### src/rtl/useq_pkg.sv
package useq_pkg;
  typedef enum logic [3:0] {
    B1_ZERO  = 4'd0,
    B1_ONE   = 4'd1,
    B1_RBIT0 = 4'd2,
    B1_V67Z  = 4'd3,
    B1_C0    = 4'd4,
    B1_SG    = 4'd5
  } b1_sel_e;

  typedef enum logic [3:0] {
    B0_ZERO  = 4'd0,
    B0_ONE   = 4'd1,
    B0_IMMW  = 4'd2,
    B0_DEC   = 4'd3,
    B0_C1    = 4'd4,
    B0_ZZ    = 4'd5,
    B0_SG    = 4'd6,
    B0_IRQ   = 4'd7
  } b0_sel_e;

  typedef enum logic [1:0] {
    PG_HOLD    = 2'd0,
    PG_EMIT    = 2'd1,
    PG_RESTORE = 2'd2,
    PG_SPARE   = 2'd3
  } pg_ctl_e;

  typedef struct packed {
    logic r_bit0;
    logic v67_zero;
    logic alu_c0;
    logic alu_c1;
    logic r_dec_ok;
    logic z_zero;
    logic sg_bit;
    logic irq_any;
  } test_bus_t;
endpackage

### src/rtl/useq_cond_b1.sv
module useq_cond_b1
  import useq_pkg::*;
#(
  parameter int SEL_W = 4
) (
  input  logic [SEL_W-1:0] sel,
  input  test_bus_t        tst,
  output logic             bit_o
);
  always_comb begin
    case (sel)
      SEL_W'(B1_ZERO):  bit_o = 1'b0;
      SEL_W'(B1_ONE):   bit_o = 1'b1;
      SEL_W'(B1_RBIT0): bit_o = tst.r_bit0;
      SEL_W'(B1_V67Z):  bit_o = tst.v67_zero;
      SEL_W'(B1_C0):    bit_o = tst.alu_c0;
      SEL_W'(B1_SG):    bit_o = tst.sg_bit;
      default:          bit_o = 1'b0;
    endcase
  end
endmodule

### src/rtl/useq_cond_b0.sv
module useq_cond_b0
  import useq_pkg::*;
#(
  parameter int SEL_W = 4
) (
  input  logic [SEL_W-1:0] sel,
  input  test_bus_t        tst,
  output logic             bit_o,
  output logic             imm_ld
);
  always_comb begin
    imm_ld = 1'b0;
    case (sel)
      SEL_W'(B0_ZERO): bit_o = 1'b0;
      SEL_W'(B0_ONE):  bit_o = 1'b1;
      SEL_W'(B0_IMMW): begin
        bit_o  = 1'b1;
        imm_ld = 1'b1;
      end
      SEL_W'(B0_DEC):  bit_o = tst.r_dec_ok;
      SEL_W'(B0_C1):   bit_o = tst.alu_c1;
      SEL_W'(B0_ZZ):   bit_o = tst.z_zero;
      SEL_W'(B0_SG):   bit_o = tst.sg_bit;
      SEL_W'(B0_IRQ):  bit_o = tst.irq_any;
      default:         bit_o = 1'b0;
    endcase
  end
endmodule

### src/rtl/useq_page_sel.sv
module useq_page_sel
  import useq_pkg::*;
#(
  parameter int HI_W = 4
) (
  input  logic [1:0]      pg_ctl,
  input  logic            imm_ld,
  input  logic [HI_W-1:0] imm_w,
  input  logic [HI_W-1:0] emit,
  input  logic [HI_W-1:0] w_cur,
  output logic [HI_W-1:0] w_nxt
);
  always_comb begin
    if (imm_ld)
      w_nxt = imm_w;
    else if (pg_ctl == PG_EMIT)
      w_nxt = emit;
    else
      w_nxt = w_cur;
  end
endmodule

### src/rtl/useq_next_addr.sv
module useq_next_addr
  import useq_pkg::*;
#(
  parameter int HI_W  = 4,
  parameter int FLD_W = 6,
  parameter int SEL_W = 4,
  localparam int LO_W   = FLD_W + 2,
  localparam int ADDR_W = HI_W + LO_W
) (
  input  logic              clk,
  input  logic              rst,
  input  logic [FLD_W-1:0]  nxt_lo6,
  input  logic [SEL_W-1:0]  sel_b1,
  input  logic [SEL_W-1:0]  sel_b0,
  input  logic [1:0]        pg_ctl,
  input  logic [HI_W-1:0]   emit,
  input  logic [HI_W-1:0]   imm_w,
  input  logic [HI_W-1:0]   bak_w,
  input  logic [LO_W-1:0]   bak_x,
  input  logic              r_bit0,
  input  logic              v67_zero,
  input  logic              alu_c0,
  input  logic              alu_c1,
  input  logic              r_dec_ok,
  input  logic              z_zero,
  input  logic              sg_bit,
  input  logic              irq_any,
  input  logic              force_en,
  input  logic [ADDR_W-1:0] force_addr,
  output logic [HI_W-1:0]   w_q,
  output logic [LO_W-1:0]   x_q
);
  test_bus_t       tst;
  logic            b1, b0, imm_ld;
  logic [HI_W-1:0] w_pg;
  logic [HI_W-1:0] w_d;
  logic [LO_W-1:0] x_d;

  assign tst = '{r_bit0: r_bit0, v67_zero: v67_zero, alu_c0: alu_c0,
                 alu_c1: alu_c1, r_dec_ok: r_dec_ok, z_zero: z_zero,
                 sg_bit: sg_bit, irq_any: irq_any};

  useq_cond_b1 #(.SEL_W(SEL_W)) u_b1 (.sel(sel_b1), .tst(tst), .bit_o(b1));
  useq_cond_b0 #(.SEL_W(SEL_W)) u_b0 (.sel(sel_b0), .tst(tst), .bit_o(b0), .imm_ld(imm_ld));
  useq_page_sel #(.HI_W(HI_W)) u_pg (
    .pg_ctl(pg_ctl), .imm_ld(imm_ld), .imm_w(imm_w),
    .emit(emit), .w_cur(w_q), .w_nxt(w_pg)
  );

  always_comb begin
    if (force_en) begin
      {w_d, x_d} = force_addr;
    end else if (pg_ctl == PG_RESTORE) begin
      w_d = bak_w;
      x_d = bak_x;
    end else begin
      w_d = w_pg;
      x_d = {nxt_lo6, b1, b0};
    end
  end

  always_ff @(posedge clk) begin
    if (rst) begin
      w_q <= '0;
      x_q <= '0;
    end else begin
      w_q <= w_d;
      x_q <= x_d;
    end
  end

  AST_RESET_CLEARS: assert property (@(posedge clk) rst |=> (w_q == '0 && x_q == '0));
  AST_FORCE_WINS: assert property (@(posedge clk) disable iff (rst)
    force_en |=> {w_q, x_q} == $past(force_addr));
  AST_RESTORE_BOTH: assert property (@(posedge clk) disable iff (rst)
    (!force_en && pg_ctl == PG_RESTORE) |=> (w_q == $past(bak_w) && x_q == $past(bak_x)));
  AST_FIELD_BITS: assert property (@(posedge clk) disable iff (rst)
    (!force_en && pg_ctl != PG_RESTORE) |=> x_q[LO_W-1:2] == $past(nxt_lo6));
  AST_IMM_PAGE: assert property (@(posedge clk) disable iff (rst)
    (!force_en && pg_ctl != PG_RESTORE && sel_b0 == SEL_W'(B0_IMMW))
    |=> (x_q[0] && w_q == $past(imm_w)));
  AST_PAGE_HOLD: assert property (@(posedge clk) disable iff (rst)
    (!force_en && (pg_ctl == PG_HOLD || pg_ctl == PG_SPARE) && sel_b0 != SEL_W'(B0_IMMW))
    |=> $stable(w_q));
  AST_UNUSED_B1: assert property (@(posedge clk) disable iff (rst)
    (!force_en && pg_ctl != PG_RESTORE && sel_b1 > SEL_W'(B1_SG)) |=> !x_q[1]);
endmodule

### config.mk
export PLATFORM = sky130hd
export DESIGN_NAME = useq_next_addr
export DESIGN_NICKNAME = d
export VERILOG_FILES = /design/src/rtl/useq_pkg.sv /design/src/rtl/useq_cond_b1.sv /design/src/rtl/useq_cond_b0.sv /design/src/rtl/useq_page_sel.sv /design/src/rtl/useq_next_addr.sv
export SDC_FILE = /design/constraint.sdc
export NUM_CORES = 1
export LEC_CHECK = 0
export ABC_AREA = 1
export BUFFER_PORTS_ARGS = -buffer_cell sky130_fd_sc_hd__clkbuf_2
export CORE_MARGIN = 2
export CORE_UTILIZATION = 37
export DETAILED_ROUTE_END_ITERATION = 10
export PLACE_DENSITY = 0.79
export SLEW_MARGIN = 20
export SYNTH_ARGS = -nofsm -noshare
export SYNTH_HDL_FRONTEND = slang
export SYNTH_SLANG_ARGS = --single-unit
### constraint.sdc
create_clock -name clk -period 0.8 [get_ports clk]
set_input_delay 0.04 -clock clk [delete_from_list [all_inputs] [get_ports clk]]
set_output_delay 0.04 -clock clk [all_outputs]
set_load 0.005 [all_outputs]
# After elaboration in Yosys (flattened, before gate mapping)
# Index checks and enable logic that the tools add are counted.
[classes]
eq_ne = 14
muxes = 9
n_reduce_logical = 2
[ops]
columns = ["cell", "count"]
rows = [
  ["== test 4 x 3 -> 1 bit, second input constant", 6],
  ["== test 4 x 2 -> 1 bit, second input constant", 4],
  ["2-to-1 mux 4 bit", 4],
  ["2-to-1 mux 8 bit", 2],
  ["== test 4 x 1 -> 1 bit, second input constant", 2],
  ["one-hot mux 1 bit (6 select lines)", 1],
  ["one-hot mux 1 bit (5 select lines)", 1],
  ["nonzero test 4 bit", 1],
  ["== test 2 x 1 -> 1 bit, second input constant", 1],
  ["== test 2 bit, second input constant", 1],
  ["OR reduction 2 bit", 1],
  ["2-to-1 mux 1 bit", 1],
]
[word_totals]
ff_bits = 12
input_bits = 59
word_cells = 27

# Longest topological paths before layout
[depth]
depth_word = 5
mapped_depth = 8
mapped_depth_nobuf = 8

# Modules after synthesis
# From an unflattened synthesis, not the netlist that was laid out.
[hier_totals]
cells_unflattened = 173
area_unflattened_um2 = 934.6
[modules_own_cells]
columns = ["mod", "instances", "cells_each", "area_each_um2", "seq_area_each_um2"]
rows = [
  ["useq_next_addr", 1, 106, 656.9, 240.2],
  ["useq_page_sel", 1, 31, 128.9, 0.0],
  ["useq_cond_b0", 1, 21, 91.3, 0.0],
  ["useq_cond_b1", 1, 15, 57.6, 0.0],
]

# Worst setup path after synthesis
# Ideal clock, no wire load.
[synth_timing]
path_kind = "input port to flip-flop"
start = "in sel_b0[3]"
end = "reg w_q[0]"
setup_ns = 0.117
arrival_ns = 0.585
path_slack_ns = 0.098
stages = 6
n_path_buf = 0
path_cell_list = "nor2_4 -> nand3_4 -> nand3_2 -> nand3_1 -> nor2_1 -> nor2_1"
[synth_via]
elab_chain_len = 5
word_cells_on_any_way = 6
classes_between = "eq/ne: 1; mux: 4; reduce/logical: 1"
[synth_lines]
columns = ["item", "line", "text"]
rows = [
  ["from (decl)", "useq_next_addr.sv:14", "input logic [SEL_W-1:0] sel_b0,"],
  ["== test 4 x 2 -> 1 bit (*)", "useq_cond_b0.sv:13", "case (sel)"],
  ["2-to-1 mux 1 bit (*)", "useq_cond_b0.sv:13", ""],
  ["2-to-1 mux 4 bit", "useq_page_sel.sv:14", "if (imm_ld)"],
  ["2-to-1 mux 4 bit", "useq_next_addr.sv:53", "end else if (pg_ctl == PG_RESTORE) begin"],
  ["2-to-1 mux 4 bit", "useq_next_addr.sv:51", "if (force_en) begin"],
  ["to (signal assigned)", "useq_next_addr.sv:67", "w_q <= w_d;"],
  ["to (decl)", "useq_next_addr.sv:30", "output logic [HI_W-1:0] w_q,"],
]
# Mark *: on every way between the ends. The rest lies on a longest branch, timed or not.
# A chain may end at the register's enable or synchronous reset.

# Worst setup path in the final report
[layout_timing]
start = "reg w_q[0]"
end = "out w_q[0]"
# No word-level cell between the ends.

==> impl_results.md <==
- Status: finished clean
- Initial antenna violation count: 0
- Layout-stage area growth over the synthesis result: 60.5%
- Via count of the first global-routing pass: roughly 1.0k
- Number of inserted diodes: 0
- Leftover overflow at the end of global routing: 0
- Unique cell type count in the Yosys netlist: 17
- Setup WS post-layout: roughly 43 ps
- Core area: roughly 2000 um2
- Final wirelength: approximately 2500 um
- DPL Wire Length: a little under 2000 um
- Tightest Pin Transition: approximately 350 ps
- Category of the worst setup path launch point: flop
- Reg-to-reg setup timing slack: 130 ps
- Post-synth top flop: sky130_fd_sc_hd__dfxtp_1
- Share of the synthesized area in the top cell type: 0.295
- Worst Reg-to-Reg Cells: 2
- Crit path buffers/inverters: 1
- Critical Path End Type: output pin
- Ranking of synthesized cells by instance count: 37 x sky130_fd_sc_hd__nand2_1, 20 x sky130_fd_sc_hd__inv_1, 17 x sky130_fd_sc_hd__nand3_1
- Largest net degree at the start of global routing: 21
- Total clock buffers created by CTS: 3
- Buffer levels on the longest clock path: 2
- Cell Pwr Density: around 1300 nW/um2
- Number of hold-slack violations in the final timing report: 0
- Unrepaired setup endpoints after global routing: no
- Worst min-delay path class: input pin to flop
- Sequential-to-total area share from yosys stat: 0.295
- Via density per instance: ~4.7
- Arrival time of the worst setup path: 720 ps
- Final period utilization: 0.947
- Cells after synthesis: 135
- Fraction of layout cells with a size suffix above 1: 0.423
- Routed wl met3: between 200 and 250 um
- Final Instance Count excl. Fillers: 242
- Overall via count from detail_route: ~1.1k
- Post-synth EDFFs: 0
- Critical Path, Cell by Cell: clkbuf_2
- Post-CTS Setup Inserts: 0
- Biggest area consumer among synthesized cells: sky130_fd_sc_hd__dfxtp_1
- Fmax: ~1300 MHz
- Slowest stage delay, CP: roughly 340 ps
- Final weighted congestion in routability-driven placement: around 0.86
- Worst skew pair latency: approximately 260 ps
- Chip height: ~51 um
- Top routing layer in use: met4
- End of the worst register-to-register path: w_q[0]$_SDFFE_PP0P_
- Global-route wire length before repair: 4100 um
- Drt drc: 0
- Metal-1 WL: 1050 um
- Seq cells post-synth: 12
- Tmin final: approximately 760 ps
- Initial Utilization: 0.402
- Count of fill cells added during filler insertion: ~180
- Overall die area: between 2000 and 3000 um2
- Worst min-delay path startpoint: force_addr[5]
- Crit Path Class: flop to output pin
- Count of synthesis-stage warnings from yosys: 0
- Cell family with most CP delay: flip-flops
- CP required: around 760 ps
- Remaining number of nets flagged by the antenna check after routing: 0
- Leak Pwr: 0.778 nW
- Drt initial violations: 25
- Maximum resistive drop on vdd: ~0.9 mV
- Endpoint, Worst Hold: x_q[5]$_SDFF_PP0_
- Max-cap violations: 0
- Max H-tree Level: 1
- Average cell area after synthesis: between 6 and 7 um2
- Fraction of registers with async set/reset: 0
- Worst slew slack as a fraction of its limit: 0.766
- Top fanout value on the critical path: 2
- NumNets Final: about 280
- # placed instances: ~230
- First-pass DRT Iterations: 5
- Net Count, Synth: about 190
- Max-slew violations: 0
- Die width: a little over 50 um
- Final setup violation count: 0
- Total negative slack: 0 ps
- Count of clock tree sinks: 12
- Routed wirelength normalized by instance count: around 10 um
- Largest cells by area after synthesis: sky130_fd_sc_hd__dfxtp_1 30%, sky130_fd_sc_hd__nand2_1 17%, sky130_fd_sc_hd__nand3_1 10%
- Critical Path Slowest Stage Cell: sky130_fd_sc_hd__dfxtp_2
- Number of ports placed on the die boundary: just over 70
- Hold depth: 3
- Pre-CTS WS: -150 ps
- TritonCTS clock tree: yes
- Post-synthesis instance area: roughly 810 um2
- Worst clock skew: 0 ps
- Core Rows: 16
- Clock-pin slew on the worst setup and hold paths: 70 ps
- Overall routing resource usage: 0.206
- Met2 WL post-DR: 1230 um
- Dominant cell by count in the synthesized netlist: sky130_fd_sc_hd__nand2_1
- Worst R2R Start: w_q[0]$_SDFFE_PP0P_
- Root buffer cell: sky130_fd_sc_hd__clkbuf_4
- Number of input and output port buffers inserted: 70
- Minimum hold slack: approximately 9.6 ps
## cell usage in the layout (no fill, tap or decap)
cell                            instances
sky130_fd_sc_hd__clkbuf_2              70
sky130_fd_sc_hd__nand2_1               37
sky130_fd_sc_hd__inv_1                 20
sky130_fd_sc_hd__nand3_1               17
sky130_fd_sc_hd__nor2_1                14
sky130_fd_sc_hd__a21oi_1                8
sky130_fd_sc_hd__dfxtp_1                8
sky130_fd_sc_hd__o21ai_0                7
sky130_fd_sc_hd__o211ai_1               7
sky130_fd_sc_hd__dlygate4sd3_1          5
sky130_fd_sc_hd__buf_4                  5
sky130_fd_sc_hd__dfxtp_2                4
sky130_fd_sc_hd__inv_2                  3
sky130_fd_sc_hd__clkbuf_4               3
sky130_fd_sc_hd__nor2_4                 2
sky130_fd_sc_hd__nor2_2                 1
sky130_fd_sc_hd__nand3_4                1
sky130_fd_sc_hd__nand3_2                1
sky130_fd_sc_hd__o21ai_1                1
sky130_fd_sc_hd__clkbuf_8               1
## per-stage QoR
| step | power (mW) | instance area [um2] | util |
|---|---|---|---|
| after floorplan | 0.893 | 813 | - |
| after global placement | 1.13 | 1210 | 0.600 |
| after detailed placement | 1.15 | 1210 | 0.600 |
| after CTS | 1.65 | 1300 | 0.644 |
| after global routing | 1.76 | 1310 | 0.645 |
| final | 1.64 | 1310 | 0.645 |
## routing by layer
| layer | global-route usage | vias up |
|---|---|---|
| met4 | 0.0676 | 0 |
| met2 | 0.384 | 60 |
| met3 | 0.0497 | 2 |
| met1 | 0.226 | 485 |
| met5 | 0 | - |
| li1 | - | 588 |
## flip-flops by register name, indices dropped and copies added, names as in the netlist
name  cells
x_q       8
w_q       4
## cell type report
cell class	instances	area, um2	share of cell area
inverters	23	86.3	0.0662
multi-input cells	96	465	0.357
clock buffers	4	36.3	0.0278
flip-flops and latches	12	245	0.188
well taps	27	33.8	0.0259
repair buffers	80	438	0.336
## what timing repair did
| action | in CTS | in global routing |
|---|---|---|
| hold endpoints to repair | 5 | 0 |
| endpoints found under the setup margin | 1 | 3 |
| hold buffers | 5 | 0 |
| resized for setup | 1 | 3 |
## kinds of logic after synthesis
group | synth area share
flops | 0.295
compound gates | 0.163
simple gates | 0.409
buf+inv | 0.132
## where the power goes
group	total (mW)	switching (mW)	internal, mW	leakage [nW]
logic	0.491	0.240	0.251	0.656
clock network	0.478	0.201	0.276	0.0210
registers	0.669	0.0188	0.650	0.101
total	1.64	0.460	1.18	0.778
## worst max-delay path by stage
stage,cells after the start,start,to
2_1_floorplan,6,sel_b0[3],w_q[0]$_SDFFE_PP0P_
3_3_place_gp,7,sel_b0[3],w_q[2]$_SDFFE_PP0P_
3_5_place_dp,7,sel_b0[3],w_q[0]$_SDFFE_PP0P_
4_1_cts,1,w_q[3]$_SDFFE_PP0P_,w_q[3]
5_1_grt,1,w_q[0]$_SDFFE_PP0P_,w_q[0]
6_report,1,w_q[0]$_SDFFE_PP0P_,w_q[0]
No activity file was read; power rests on OpenSTA's default activity.
